$ cat src/rtl/baud_pkg.sv
package baud_pkg;
  typedef enum logic {
    RATIO_NORMAL = 1'b0,
    RATIO_DOUBLE = 1'b1
  } ratio_sel_e;
endpackage

$ cat src/rtl/baud_div_reg.sv
module baud_div_reg #(
  parameter int DIV_W = 12,
  parameter int BYTE_W = 8
) (
  input  logic              clk,
  input  logic              rst_n,
  input  logic              lo_we,
  input  logic              hi_we,
  input  logic [BYTE_W-1:0] wdata,
  output logic [DIV_W-1:0]  div_q,
  output logic [DIV_W-1:0]  div_next,
  output logic [BYTE_W-1:0] rd_lo,
  output logic [BYTE_W-1:0] rd_hi
);
  localparam int HI_W = DIV_W - BYTE_W;

  // Combined value seen by the prescaler on a low-byte write this cycle.
  always_comb begin
    div_next = div_q;
    if (lo_we) div_next[BYTE_W-1:0] = wdata;
  end

  always_ff @(posedge clk) begin
    if (!rst_n) begin
      div_q <= '0;
    end else begin
      if (lo_we) div_q[BYTE_W-1:0] <= wdata;
      if (hi_we) div_q[DIV_W-1:BYTE_W] <= wdata[HI_W-1:0];
    end
  end

  assign rd_lo = div_q[BYTE_W-1:0];
  assign rd_hi = {{(BYTE_W-HI_W){1'b0}}, div_q[DIV_W-1:BYTE_W]};

  AST_HI_KEEPS_LO: assert property (@(posedge clk) disable iff (!rst_n)
    hi_we && !lo_we |=> div_q[BYTE_W-1:0] == $past(div_q[BYTE_W-1:0]));
  AST_LO_KEEPS_HI: assert property (@(posedge clk) disable iff (!rst_n)
    lo_we && !hi_we |=> div_q[DIV_W-1:BYTE_W] == $past(div_q[DIV_W-1:BYTE_W]));
endmodule

$ cat src/rtl/baud_prescaler.sv
module baud_prescaler #(
  parameter int DIV_W = 12
) (
  input  logic             clk,
  input  logic             rst_n,
  input  logic             load_en,
  input  logic [DIV_W-1:0] load_val,
  input  logic [DIV_W-1:0] reload_val,
  output logic             os_tick
);
  logic [DIV_W-1:0] cnt_q;

  always_ff @(posedge clk) begin
    if (!rst_n)                 cnt_q <= '0;
    else if (load_en)           cnt_q <= load_val;
    else if (cnt_q == '0)       cnt_q <= reload_val;
    else                        cnt_q <= cnt_q - 1'b1;
  end

  assign os_tick = (cnt_q == '0);

  AST_IMMEDIATE_RELOAD: assert property (@(posedge clk) disable iff (!rst_n)
    load_en |=> cnt_q == $past(load_val));
  AST_COUNT_DOWN: assert property (@(posedge clk) disable iff (!rst_n)
    !load_en && !os_tick |=> cnt_q == $past(cnt_q) - 1'b1);
  AST_TICK_ONE_CYCLE: assert property (@(posedge clk) disable iff (!rst_n)
    os_tick && !load_en && reload_val != '0 |=> !os_tick);
endmodule

$ cat src/rtl/baud_bit_counter.sv
module baud_bit_counter
  import baud_pkg::*;
#(
  parameter int OS_RATIO  = 16,
  parameter int DBL_RATIO = 8
) (
  input  logic       clk,
  input  logic       rst_n,
  input  ratio_sel_e ratio_sel,
  input  logic       restart,
  input  logic       os_tick,
  output logic       bit_tick
);
  localparam int SUB_W = $clog2(OS_RATIO);
  localparam logic [SUB_W-1:0] NORM_LAST = SUB_W'(OS_RATIO - 1);
  localparam logic [SUB_W-1:0] DBL_LAST  = SUB_W'(DBL_RATIO - 1);

  logic [SUB_W-1:0] sub_q;
  logic [SUB_W-1:0] last_idx;
  logic             at_last;

  assign last_idx = (ratio_sel == RATIO_DOUBLE) ? DBL_LAST : NORM_LAST;
  assign at_last  = (sub_q >= last_idx);

  always_ff @(posedge clk) begin
    if (!rst_n)         sub_q <= '0;
    else if (restart)   sub_q <= '0;
    else if (os_tick)   sub_q <= at_last ? '0 : sub_q + 1'b1;
  end

  assign bit_tick = os_tick && at_last && !restart;

  AST_BIT_ON_OS: assert property (@(posedge clk) disable iff (!rst_n)
    bit_tick |-> os_tick);
  AST_RESTART_CLEARS: assert property (@(posedge clk) disable iff (!rst_n)
    restart |=> sub_q == '0);
  AST_HOLD_NO_TICK: assert property (@(posedge clk) disable iff (!rst_n)
    !restart && !os_tick |=> $stable(sub_q));
endmodule

$ cat src/rtl/baud_tick_gen.sv
module baud_tick_gen
  import baud_pkg::*;
#(
  parameter int DIV_W     = 12,
  parameter int BYTE_W    = 8,
  parameter int OS_RATIO  = 16,
  parameter int DBL_RATIO = 8
) (
  input  logic              clk,
  input  logic              rst_n,
  input  logic              div_lo_we,
  input  logic              div_hi_we,
  input  logic [BYTE_W-1:0] wdata,
  input  logic              dbl_speed,
  input  logic              mode_async,
  input  logic              frame_start,
  output logic [BYTE_W-1:0] div_lo_rd,
  output logic [BYTE_W-1:0] div_hi_rd,
  output logic              os_tick,
  output logic              bit_tick
);
  logic [DIV_W-1:0] div_q;
  logic [DIV_W-1:0] div_next;
  ratio_sel_e       ratio_sel;

  assign ratio_sel = (dbl_speed && mode_async) ? RATIO_DOUBLE : RATIO_NORMAL;

  baud_div_reg #(.DIV_W(DIV_W), .BYTE_W(BYTE_W)) u_reg (
    .clk(clk), .rst_n(rst_n), .lo_we(div_lo_we), .hi_we(div_hi_we),
    .wdata(wdata), .div_q(div_q), .div_next(div_next),
    .rd_lo(div_lo_rd), .rd_hi(div_hi_rd)
  );

  baud_prescaler #(.DIV_W(DIV_W)) u_pre (
    .clk(clk), .rst_n(rst_n), .load_en(div_lo_we), .load_val(div_next),
    .reload_val(div_q), .os_tick(os_tick)
  );

  baud_bit_counter #(.OS_RATIO(OS_RATIO), .DBL_RATIO(DBL_RATIO)) u_bit (
    .clk(clk), .rst_n(rst_n), .ratio_sel(ratio_sel), .restart(frame_start),
    .os_tick(os_tick), .bit_tick(bit_tick)
  );

  AST_HI_RD_RSVD: assert property (@(posedge clk) disable iff (!rst_n)
    div_hi_we |=> div_hi_rd[BYTE_W-1:DIV_W-BYTE_W] == '0);
  AST_NO_BIT_ON_RESTART: assert property (@(posedge clk) disable iff (!rst_n)
    frame_start |-> !bit_tick);
endmodule

$ cat config.mk
export PLATFORM = sky130hd
export DESIGN_NAME = baud_tick_gen
export DESIGN_NICKNAME = d
export VERILOG_FILES = /design/src/rtl/baud_pkg.sv /design/src/rtl/baud_div_reg.sv /design/src/rtl/baud_prescaler.sv /design/src/rtl/baud_bit_counter.sv /design/src/rtl/baud_tick_gen.sv
export SDC_FILE = /design/constraint.sdc
export NUM_CORES = 1
export LEC_CHECK = 0
export BUFFER_PORTS_ARGS = -buffer_cell sky130_fd_sc_hd__buf_2
export CORE_UTILIZATION = 25
export DETAILED_ROUTE_END_ITERATION = 10
export HOLD_SLACK_MARGIN = 0.03
export SYNTH_ARGS = -nofsm -noshare
export SYNTH_HDL_FRONTEND = slang
export SYNTH_SLANG_ARGS = --single-unit
$ cat constraint.sdc
create_clock -name clk -period 2.2 [get_ports clk]
set_input_delay 0.44 -clock clk [delete_from_list [all_inputs] [get_ports clk]]
set_output_delay 0.44 -clock clk [all_outputs]
set_load 0.02 [all_outputs]
==> results of run 1 <==
## layout make-up
class                   instances  area, sq um
flip-flops and latches         28        560.5
multi-input cells             123        857.1
inverters                       6        22.52
fillers                       612         3837
repair buffers                 34        185.2
clock buffers                   4        55.05
well taps                      72        90.09
## worst min-delay path: stages
cell and delay [ns]:
buf_2 0.09, mux2i_1 0.06, nor2_1 0.07
## through the flow
step | util [%] | area [sq um]
global placement | 30.14 | 1690
global route | 31.57 | 1770
detailed placement | 30.14 | 1690
finish | 31.57 | 1770
CTS | 31.33 | 1757
floorplan | - | 1499
## placed cells by master, fill, tap and decap left out, drive strengths merged, types with 2 or more instances in the layout
master	Yosys	routed
ha	4	4
nor2	19	19
nand2b	2	2
nor4b	2	2
or4	3	3
or3	2	2
nor4	3	3
clkbuf	5	4
xor2	4	4
nand4b	7	7
nor3b	2	2
buf	9	34
o2bb2ai	2	2
nor3	3	3
xnor2	3	3
o21ai	9	9
dfxtp	28	28
mux2i	10	10
nand3	15	15
conb	1	4
inv	6	6
nand2	7	7
o2111a	2	2
a21oi	9	9
## power groups by stage
stage	Combinational [mW]	Clock, mW	Sequential (mW)
2_1_floorplan	0.250	0	0.612
3_3_place_gp	0.343	0	0.605
3_5_place_dp	0.342	0	0.606
4_1_cts	0.350	0.333	0.598
5_1_grt	0.399	0.350	0.606
6_report	0.361	0.321	0.600
## state kept, by name, indices dropped and copies added, names as in the netlist
signal	flops
u_pre.cnt_q	12
u_reg.div_q	12
u_bit.sub_q	4
## path summary, 6_finish.rpt
path	startpoint	to	slack, ns	cells after the start
min reg2reg	u_bit.sub_q[1]	u_bit.sub_q[1]	0.48	2
max	u_pre.cnt_q[6]	bit_tick	0.07	4
min	wdata[4]	u_reg.div_q[4]	0.41	3
max reg2reg	u_pre.cnt_q[6]	u_bit.sub_q[3]	0.43	5
## what timing repair did
action,in CTS,in global routing
cloned,0,0
resized for setup,2,2
setup endpoints to repair,1,1
pin swaps,0,1
## kinds of logic (layout without fill, tap and decap cells)
family / count (synthesis) / count (layout) / share of synthesized area (%)
AOI/OAI and AO/OA: 29 / 29 / 12.53
adders and majority gates: 4 / 4 / 3.364
xor gates and xnor gates: 7 / 7 / 4.121
other: 1 / 4 / 0.2521
and+or+nand+nor: 69 / 69 / 28.17
muxes: 10 / 10 / 6.729
DFF: 28 / 28 / 37.68
buffers and inverters: 20 / 44 / 7.149
## routing by layer
layer | global-route usage (%) | vias up
li1 | - | 649
met1 | 14.74 | 599
met2 | 18.28 | 26
met3 | 1.839 | 9
met4 | 7.636 | 0
met5 | 0 | -
==> results_dict.tcl, run 1 <==
set metrics [dict create \
    outcome "complete, no violations" \
    clk_latency_ns 0.28 \
    timing.fmax_mhz 470.6 \
    peakVddDrop_mv 0.2325 \
    wl_per_cell_um 12.80 \
    setup_viol 0 \
    finalHoldViolations 0 \
    slew_viol_final 0 \
    worst-setup-path-type "flop to output port" \
    setup_ws_ns 0.07492 \
    pwr-share-seq_pct 46.8 \
    initial_core_util_pct 26.53 \
    period_share_pct 96.59 \
    cpLargestDelayFamily "simple AND/OR/NAND/NOR gates" \
    swShare_pct 32.26 \
    clkPwrFrac_pct 25.0 \
    diodes 0 \
    combPwrFrac_pct 28.2 \
    maxCapViolCount 0 \
    dr_wl_met2_um 1585 \
    grt_pass1_wl_um 5727 \
    yosys-top-cells-count "dfxtp_1, nor2_1, nand3_1" \
    skew_ns 0.006028 \
    cp.required_ns 1.76 \
    end_kind "output port" \
    fp.dieArea_sq_um 6263 \
    ys_ff_latch 28 \
    internal_power_mw 0.8686 \
    dr_total_vias 1283 \
    synth_top_area_cell "dfxtp_1" \
    leakagePower_nw 0.7604 \
    post_cts_buffers 0 \
    synth.top_cell.area_share_pct 37.68 \
    path_max_fanout 6 \
    worst_pin_slew_ns 0.5753 \
    tns_ns 0 \
    htree_levels 1 \
    min_path_type "input pin to flop" \
    yosys.cell_types.count 43 \
    dp.cells 263 \
    synthCells 168 \
    antenna_found_initial 0 \
    first_pass_iters 4 \
    remaining_drc_errors 0 \
    gp_congestion 0.8032 \
    die_h_um 79.14 \
    drt_iter0_drc 34 \
    finalNetCount 215 \
    switching_power_mw 0.4136 \
    syn2layout_area_growth_pct 19.01 \
    final.min_clock_period_ns 2.125 \
    io_pins 33 \
    cts_sinks 28 \
    p_total_mw 1.282 \
    dpl_worst_slack_ns 0.2579 \
    met1_length_um 1633 \
    grt_max_degree 33 \
    relSlewSlack_pct 61.35 \
    ant_nets 0 \
    grt_pass1_vias 1240 \
    drive_gt1_share_pct 23.08 \
    synth_edf_count 0 \
    cts_tree "yes" \
    ys_dominant_reg_cell "dfxtp_1" \
    fp-row-count 27 \
    synth_area_leaders "dfxtp_1, mux2i_1, nand3_1" \
    core-area_sq_um 5608 \
    max_stage_delay_ns 0.45 \
    clk_path_buf_depth 2 \
    final_cell_count_no_fill 267 \
    async_flop_share_pct 0 \
    synth.avg_cell_area_sq_um 8.855 \
    die_w_um 79.14 \
    worst_hold_slack_ns 0.4082 \
    yosys_warnings 0 \
    grt_overflow 0 \
    vias_per_cell 4.805 \
    crit_chain "nor4_4 -> nand4_4 -> nor3_1 -> buf_2" \
    p_per_area_nw_per_um2 724.2 \
    top_layer "met4" \
    cts_made_buffers 3 \
    worst-path-buf-inv 1 \
    arrival_ns 1.69 \
    synth_area_sq_um 1488 \
    route.met3.wl_um 96 \
    crit_path_start_kind "flop" \
    synth_most_common_cell "dfxtp_1" \
    grt_usage_pct 11.68 \
    cts_hold_buf 0 \
    cts_root_buf "clkbuf_8" \
    wl_um 3418 \
    cpMaxStageDelayCell "nor4_4" \
    place_hpwl_um 2509 \
    path_clk_slew_ns 0.09 \
    io_buffers 28 \
    seq_area_frac_synth_pct 37.68 \
]
Power figures use the tool's default switching activity.
==> run 2: changes to the inputs <==
--- a/config.mk
+++ b/config.mk
@@ -9,6 +9,7 @@
 export CORE_UTILIZATION = 25
 export DETAILED_ROUTE_END_ITERATION = 10
 export HOLD_SLACK_MARGIN = 0.03
+export PLACE_DENSITY = 0.42
 export SYNTH_ARGS = -nofsm -noshare
 export SYNTH_HDL_FRONTEND = slang
 export SYNTH_SLANG_ARGS = --single-unit
==> run 2 against run 1 <==
  * Critical path type unchanged
  * Cell count increased by 1.1%
  * Routed wire length grew 5.7%
  * Clock power is 30% higher
  * Register-to-register slack improved by 0.03 ns
  * Sequential share of layout area decreased by 0.57 points
  * Core utilization grew 0.58 points
  * Clock skew up 0.0031 ns
==> results_dict.tcl, run 2 (synthesis results as in run 1) <==
set metrics [dict create \
    diodes 0 \
    min_path_type "input pin to flop" \
    min_delay_path_depth 3 \
    syn2layout_area_growth_pct 21.19 \
    rsz0062_at_grt "false" \
    gp_congestion 0.7500 \
    period_share_pct 95.29 \
    die_h_um 79.14 \
    startpoint "u_pre.cnt_q[3]" \
    clkPwrFrac_pct 29.9 \
    grt_max_degree 33 \
    n_fill_cell 622 \
    setup_viol 0 \
    regArea_sq_um 560.5 \
    fp.dieArea_sq_um 6263 \
    grt_pass1_wl_um 5961 \
    io_pins 33 \
    internal_power_mw 0.9644 \
    antenna_found_initial 0 \
    final.min_clock_period_ns 2.096 \
    crit_path_start_kind "flop" \
    end_kind "output port" \
    r2r_start "u_pre.cnt_q[3]" \
    arrival_ns 1.66 \
    cts_made_buffers 3 \
    relSlewSlack_pct 59.42 \
    path_clk_slew_ns 0.11 \
    leakagePower_nw 0.7787 \
    outcome "complete, no violations" \
    first_pass_iters 4 \
    crit_path_end "bit_tick" \
    grt_pass1_vias 1193 \
    grt_overflow 0 \
    worst-setup-path-type "flop to output port" \
    vias_per_cell 4.815 \
    dpl_worst_slack_ns 0.2424 \
    setup_ws_ns 0.1037 \
    path_max_fanout 5 \
    io_buffers 28 \
    dr_total_vias 1300 \
    final_cell_mix "buf_2, dfxtp_1, nor2_1, nand3_1, mux2i_1" \
    cp.required_ns 1.76 \
    core-area_sq_um 5608 \
    finalNetCount 218 \
    initial_core_util_pct 26.53 \
    timing.fmax_mhz 477.0 \
    drt_iter0_drc 73 \
    clk_path_buf_depth 2 \
    die_w_um 79.14 \
    ant_nets 0 \
    worst_pin_slew_ns 0.6081 \
    wl_um 3614 \
    p_per_area_nw_per_um2 773.6 \
    r2r_slack_ns 0.46 \
    cts_hold_buf 0 \
    skew_ns 0.009162 \
    fp-row-count 27 \
    reg2reg_to "u_bit.sub_q[3]" \
    worstRegToRegCells 5 \
    cts_tree "yes" \
    wl_per_cell_um 13.39 \
    clk_latency_ns 0.28 \
    finalHoldViolations 0 \
    pwr-share-seq_pct 42.9 \
    drive_gt1_share_pct 24.24 \
    cts_sinks 28 \
    peakVddDrop_mv 0.2512 \
    tns_ns 0 \
    switching_power_mw 0.4304 \
    combPwrFrac_pct 27.1 \
    remaining_drc_errors 0 \
    grt_usage_pct 12.25 \
    htree_levels 1 \
    place_hpwl_um 2597 \
    multi_input_area_sq_um 848.3 \
    maxCapViolCount 0 \
    reg.largest.list "u_pre.cnt_q (12), u_reg.div_q (12), u_bit.sub_q (4)" \
    swShare_pct 30.86 \
    cts_root_buf "clkbuf_8" \
    slew_viol_final 0 \
]
run 2: cell count changes in the layout (fill, tap and decap cells not counted), sizes merged:
cell	previous run	this run
buf	34	37
bufinv	0	1
clkbuf	4	3
run 2: area by class of cell:
cell class,instances,area share [%]
clock buffer,3,2.290
multi-input combinational,123,47.05
sequential,28,31.09
inverter,6,1.388
clock inverter,1,1.666
tap,72,4.997
timing repair buffer,37,11.52
run 2: through the flow:
step | instances | util, % | instance area [sq um] | hold WS (ns) | total power [mW]
after floorplan | 171 | - | 1499 | 0.4536 | 0.8621
after global placement | 265 | 30.41 | 1705 | 0.4698 | 0.9769
after detailed placement | 265 | 30.41 | 1705 | 0.4730 | 0.9679
after CTS | 269 | 31.73 | 1779 | 0.3962 | 1.393
after global routing | 270 | 32.15 | 1803 | 0.4053 | 1.476
final | 270 | 32.15 | 1803 | 0.4042 | 1.395
run 2: timing repair:
action	in CTS	in global routing
setup buffers	0	1
setup endpoints to repair	2	2
hold endpoints to repair	0	0
gates resized for setup	1	3
run 2: power groups by stage:
stage	Sequential [mW]	Combinational, mW	Clock [mW]
after floorplan	0.612	0.250	0
after global placement	0.609	0.368	0
after detailed placement	0.610	0.358	0
after CTS	0.598	0.363	0.431
after global routing	0.605	0.418	0.453
final	0.599	0.379	0.418
run 2: routing by layer:
layer  up-vias  GRT usage [%]  share of wire [%]
met2        27          19.57                 45
met3         7          1.724                3.3
met5         -              0                  0
met4         0          3.818                1.6
met1       614          16.88                 50
li1        652              -                  -
run 2: how the worst min path moves through the flow:
stage              startpoint             end  slack, ns
2_1_floorplan  u_bit.sub_q[1]  u_bit.sub_q[1]       0.45
3_3_place_gp   u_bit.sub_q[1]  u_bit.sub_q[1]       0.47
3_5_place_dp   u_bit.sub_q[1]  u_bit.sub_q[1]       0.47
4_1_cts              wdata[0]  u_pre.cnt_q[0]       0.40
5_1_grt              wdata[2]  u_pre.cnt_q[2]       0.41
6_report             wdata[0]  u_pre.cnt_q[0]       0.40
run 2: worst max-delay path, cell delays in order, from the launching register on:
cell     delay, ns
dfxtp_1       0.38
nor4_2        0.45
nand4_4       0.17
nor3_1        0.19
buf_2         0.19
==> run 3: changes to the inputs <==
--- a/config.mk
+++ b/config.mk
@@ -7,6 +7,7 @@
 export LEC_CHECK = 0
 export BUFFER_PORTS_ARGS = -buffer_cell sky130_fd_sc_hd__buf_2
 export CORE_UTILIZATION = 25
+export CTS_BUF_LIST = sky130_fd_sc_hd__clkbuf_16
 export DETAILED_ROUTE_END_ITERATION = 10
 export HOLD_SLACK_MARGIN = 0.03
 export PLACE_DENSITY = 0.42
==> run 3 against run 2 <==
  * Combinational power decreased by 2%
  * Via count fell by 1.0%
  * Core utilization up 0.47 points
  * Sequential power hardly changed
  * Design area is 1.5% higher
  * Fmax grew 1.2%
  * Count of clock-buffer cells in the layout unchanged
  * Cell count is 0.37% lower
  * Critical path depth is 2 higher
  * Worst hold slack improved by 0.020 ns
  * Flip-flop and latch count did not move
  * Sequential share of layout area is 0.45 points lower
==> results_dict.tcl, run 3 (synthesis results as in run 1) <==
set metrics [dict create \
    cp.required_ns 1.76 \
    first_pass_iters 4 \
    p_per_area_nw_per_um2 830.2 \
    reg.largest.list "u_pre.cnt_q (12), u_reg.div_q (12), u_bit.sub_q (4)" \
    vias_per_cell 4.784 \
    p_total_mw 1.519 \
    initial_core_util_pct 26.53 \
    pwr-share-seq_pct 39.4 \
    tns_ns 0 \
    cts_hold_buf 0 \
    clkPwrFrac_pct 36.0 \
    cts_root_buf "clkbuf_16" \
    clk_path_buf_depth 2 \
    wl_um 3590 \
    internal_power_mw 1.078 \
    switching_power_mw 0.4402 \
    timing.fmax_mhz 482.9 \
    final_cell_count_no_fill 269 \
    setup_viol 0 \
    finalHoldViolations 0 \
    rsz0062_at_grt "false" \
    place_hpwl_um 2597 \
    remaining_drc_errors 0 \
    grt_pass1_wl_um 5947 \
    io_pins 33 \
    swShare_pct 28.99 \
    place_area_sq_um 1705 \
    diodes 0 \
    maxCapViolCount 0 \
    htree_levels 1 \
    relSlewSlack_pct 59.05 \
    grt_pass1_vias 1184 \
    fin_area_sq_um 1829 \
    end_kind "output port" \
    post_cts_buffers 0 \
    outcome "complete, no violations" \
    finalNetCount 217 \
    gp_congestion 0.7500 \
    die_w_um 79.14 \
    min_path_type "input pin to flop" \
    dpl_worst_slack_ns 0.2424 \
    wl_per_cell_um 13.35 \
    drt_iter0_drc 66 \
    die_h_um 79.14 \
    antenna_found_initial 0 \
    worst_pin_slew_ns 0.6135 \
    cts_made_buffers 3 \
    final_cell_mix "buf_2, dfxtp_1, nor2_1, nand3_1, mux2i_1" \
    worstRegToRegCells 7 \
    fp.dieArea_sq_um 6263 \
    peakVddDrop_mv 0.3182 \
    syn2layout_area_growth_pct 22.96 \
    fp-row-count 27 \
    arrival_ns 1.63 \
    ant_nets 0 \
    setup_ws_ns 0.1290 \
    worst-setup-path-type "flop to output port" \
    io_buffers 28 \
    dp.cells 265 \
    core-area_sq_um 5608 \
    dr_total_vias 1287 \
    crit_path_start_kind "flop" \
    path_max_fanout 5 \
    min_delay_path_depth 3 \
    final.min_clock_period_ns 2.071 \
    skew_ns 0.004772 \
    combPwrFrac_pct 24.6 \
    period_share_pct 94.13 \
    grt_overflow 0 \
    worst_hold_slack_ns 0.4245 \
    grt_max_degree 33 \
    utilization_pct 32.62 \
    cts_tree "yes" \
    slew_viol_final 0 \
    grt_usage_pct 12.11 \
    clk_latency_ns 0.26 \
    path_clk_slew_ns 0.07 \
    leakagePower_nw 0.7892 \
    cts_sinks 28 \
    drive_gt1_share_pct 23.86 \
]
==> run 3: cell types whose count changed in the layout (fill, tap and decap cells not counted), sizes merged <==
| cell | change |
|---|---|
| buf | -1 |
==> run 3: critical path, stage by stage (launching register included) <==
cell	delay [ns]
dfxtp_1	0.35
inv_1	0.09
ha_1	0.18
nor2b_4	0.21
nand4_4	0.14
nor3_1	0.19
buf_2	0.19
==> run 3: final timing paths <==
path / from / to / slack (ns)
setup / recovery: u_pre.cnt_q[0] / bit_tick / 0.13
hold / removal: wdata[0] / u_pre.cnt_q[0] / 0.42
setup reg to reg: u_pre.cnt_q[0] / u_bit.sub_q[3] / 0.46
hold reg to reg: u_bit.sub_q[1] / u_bit.sub_q[1] / 0.48
==> run 3: layout make-up <==
type                       instances  area (sq um)
clock inverter                     1         30.03
clock buffer                       3         75.07
fill                             618          3779
sequential                        28         560.5
tap                               72         90.09
inverter                           6         25.02
timing repair buffer              36         200.2
multi-input combinational        123         848.3
==> run 3: per-layer routing <==
layer	up-vias	part of all wire, %	global-route usage (%)
li1	648	-	-
met2	29	44	19.14
met4	0	0.95	2.727
met1	606	51	17.23
met3	4	3.7	1.724
met5	-	0	0
==> run 3: timing repair <==
action                     CTS  global route
resized for setup            1             3
pin swaps                    0             0
setup endpoints to repair    2             2
==> run 3: power by group through the flow <==
stage | registers, mW | clock network [mW] | logic [mW]
global placement | 0.609 | 0 | 0.368
global route | 0.604 | 0.583 | 0.412
detailed placement | 0.610 | 0 | 0.358
CTS | 0.598 | 0.558 | 0.363
finish | 0.599 | 0.547 | 0.373
floorplan | 0.612 | 0 | 0.250
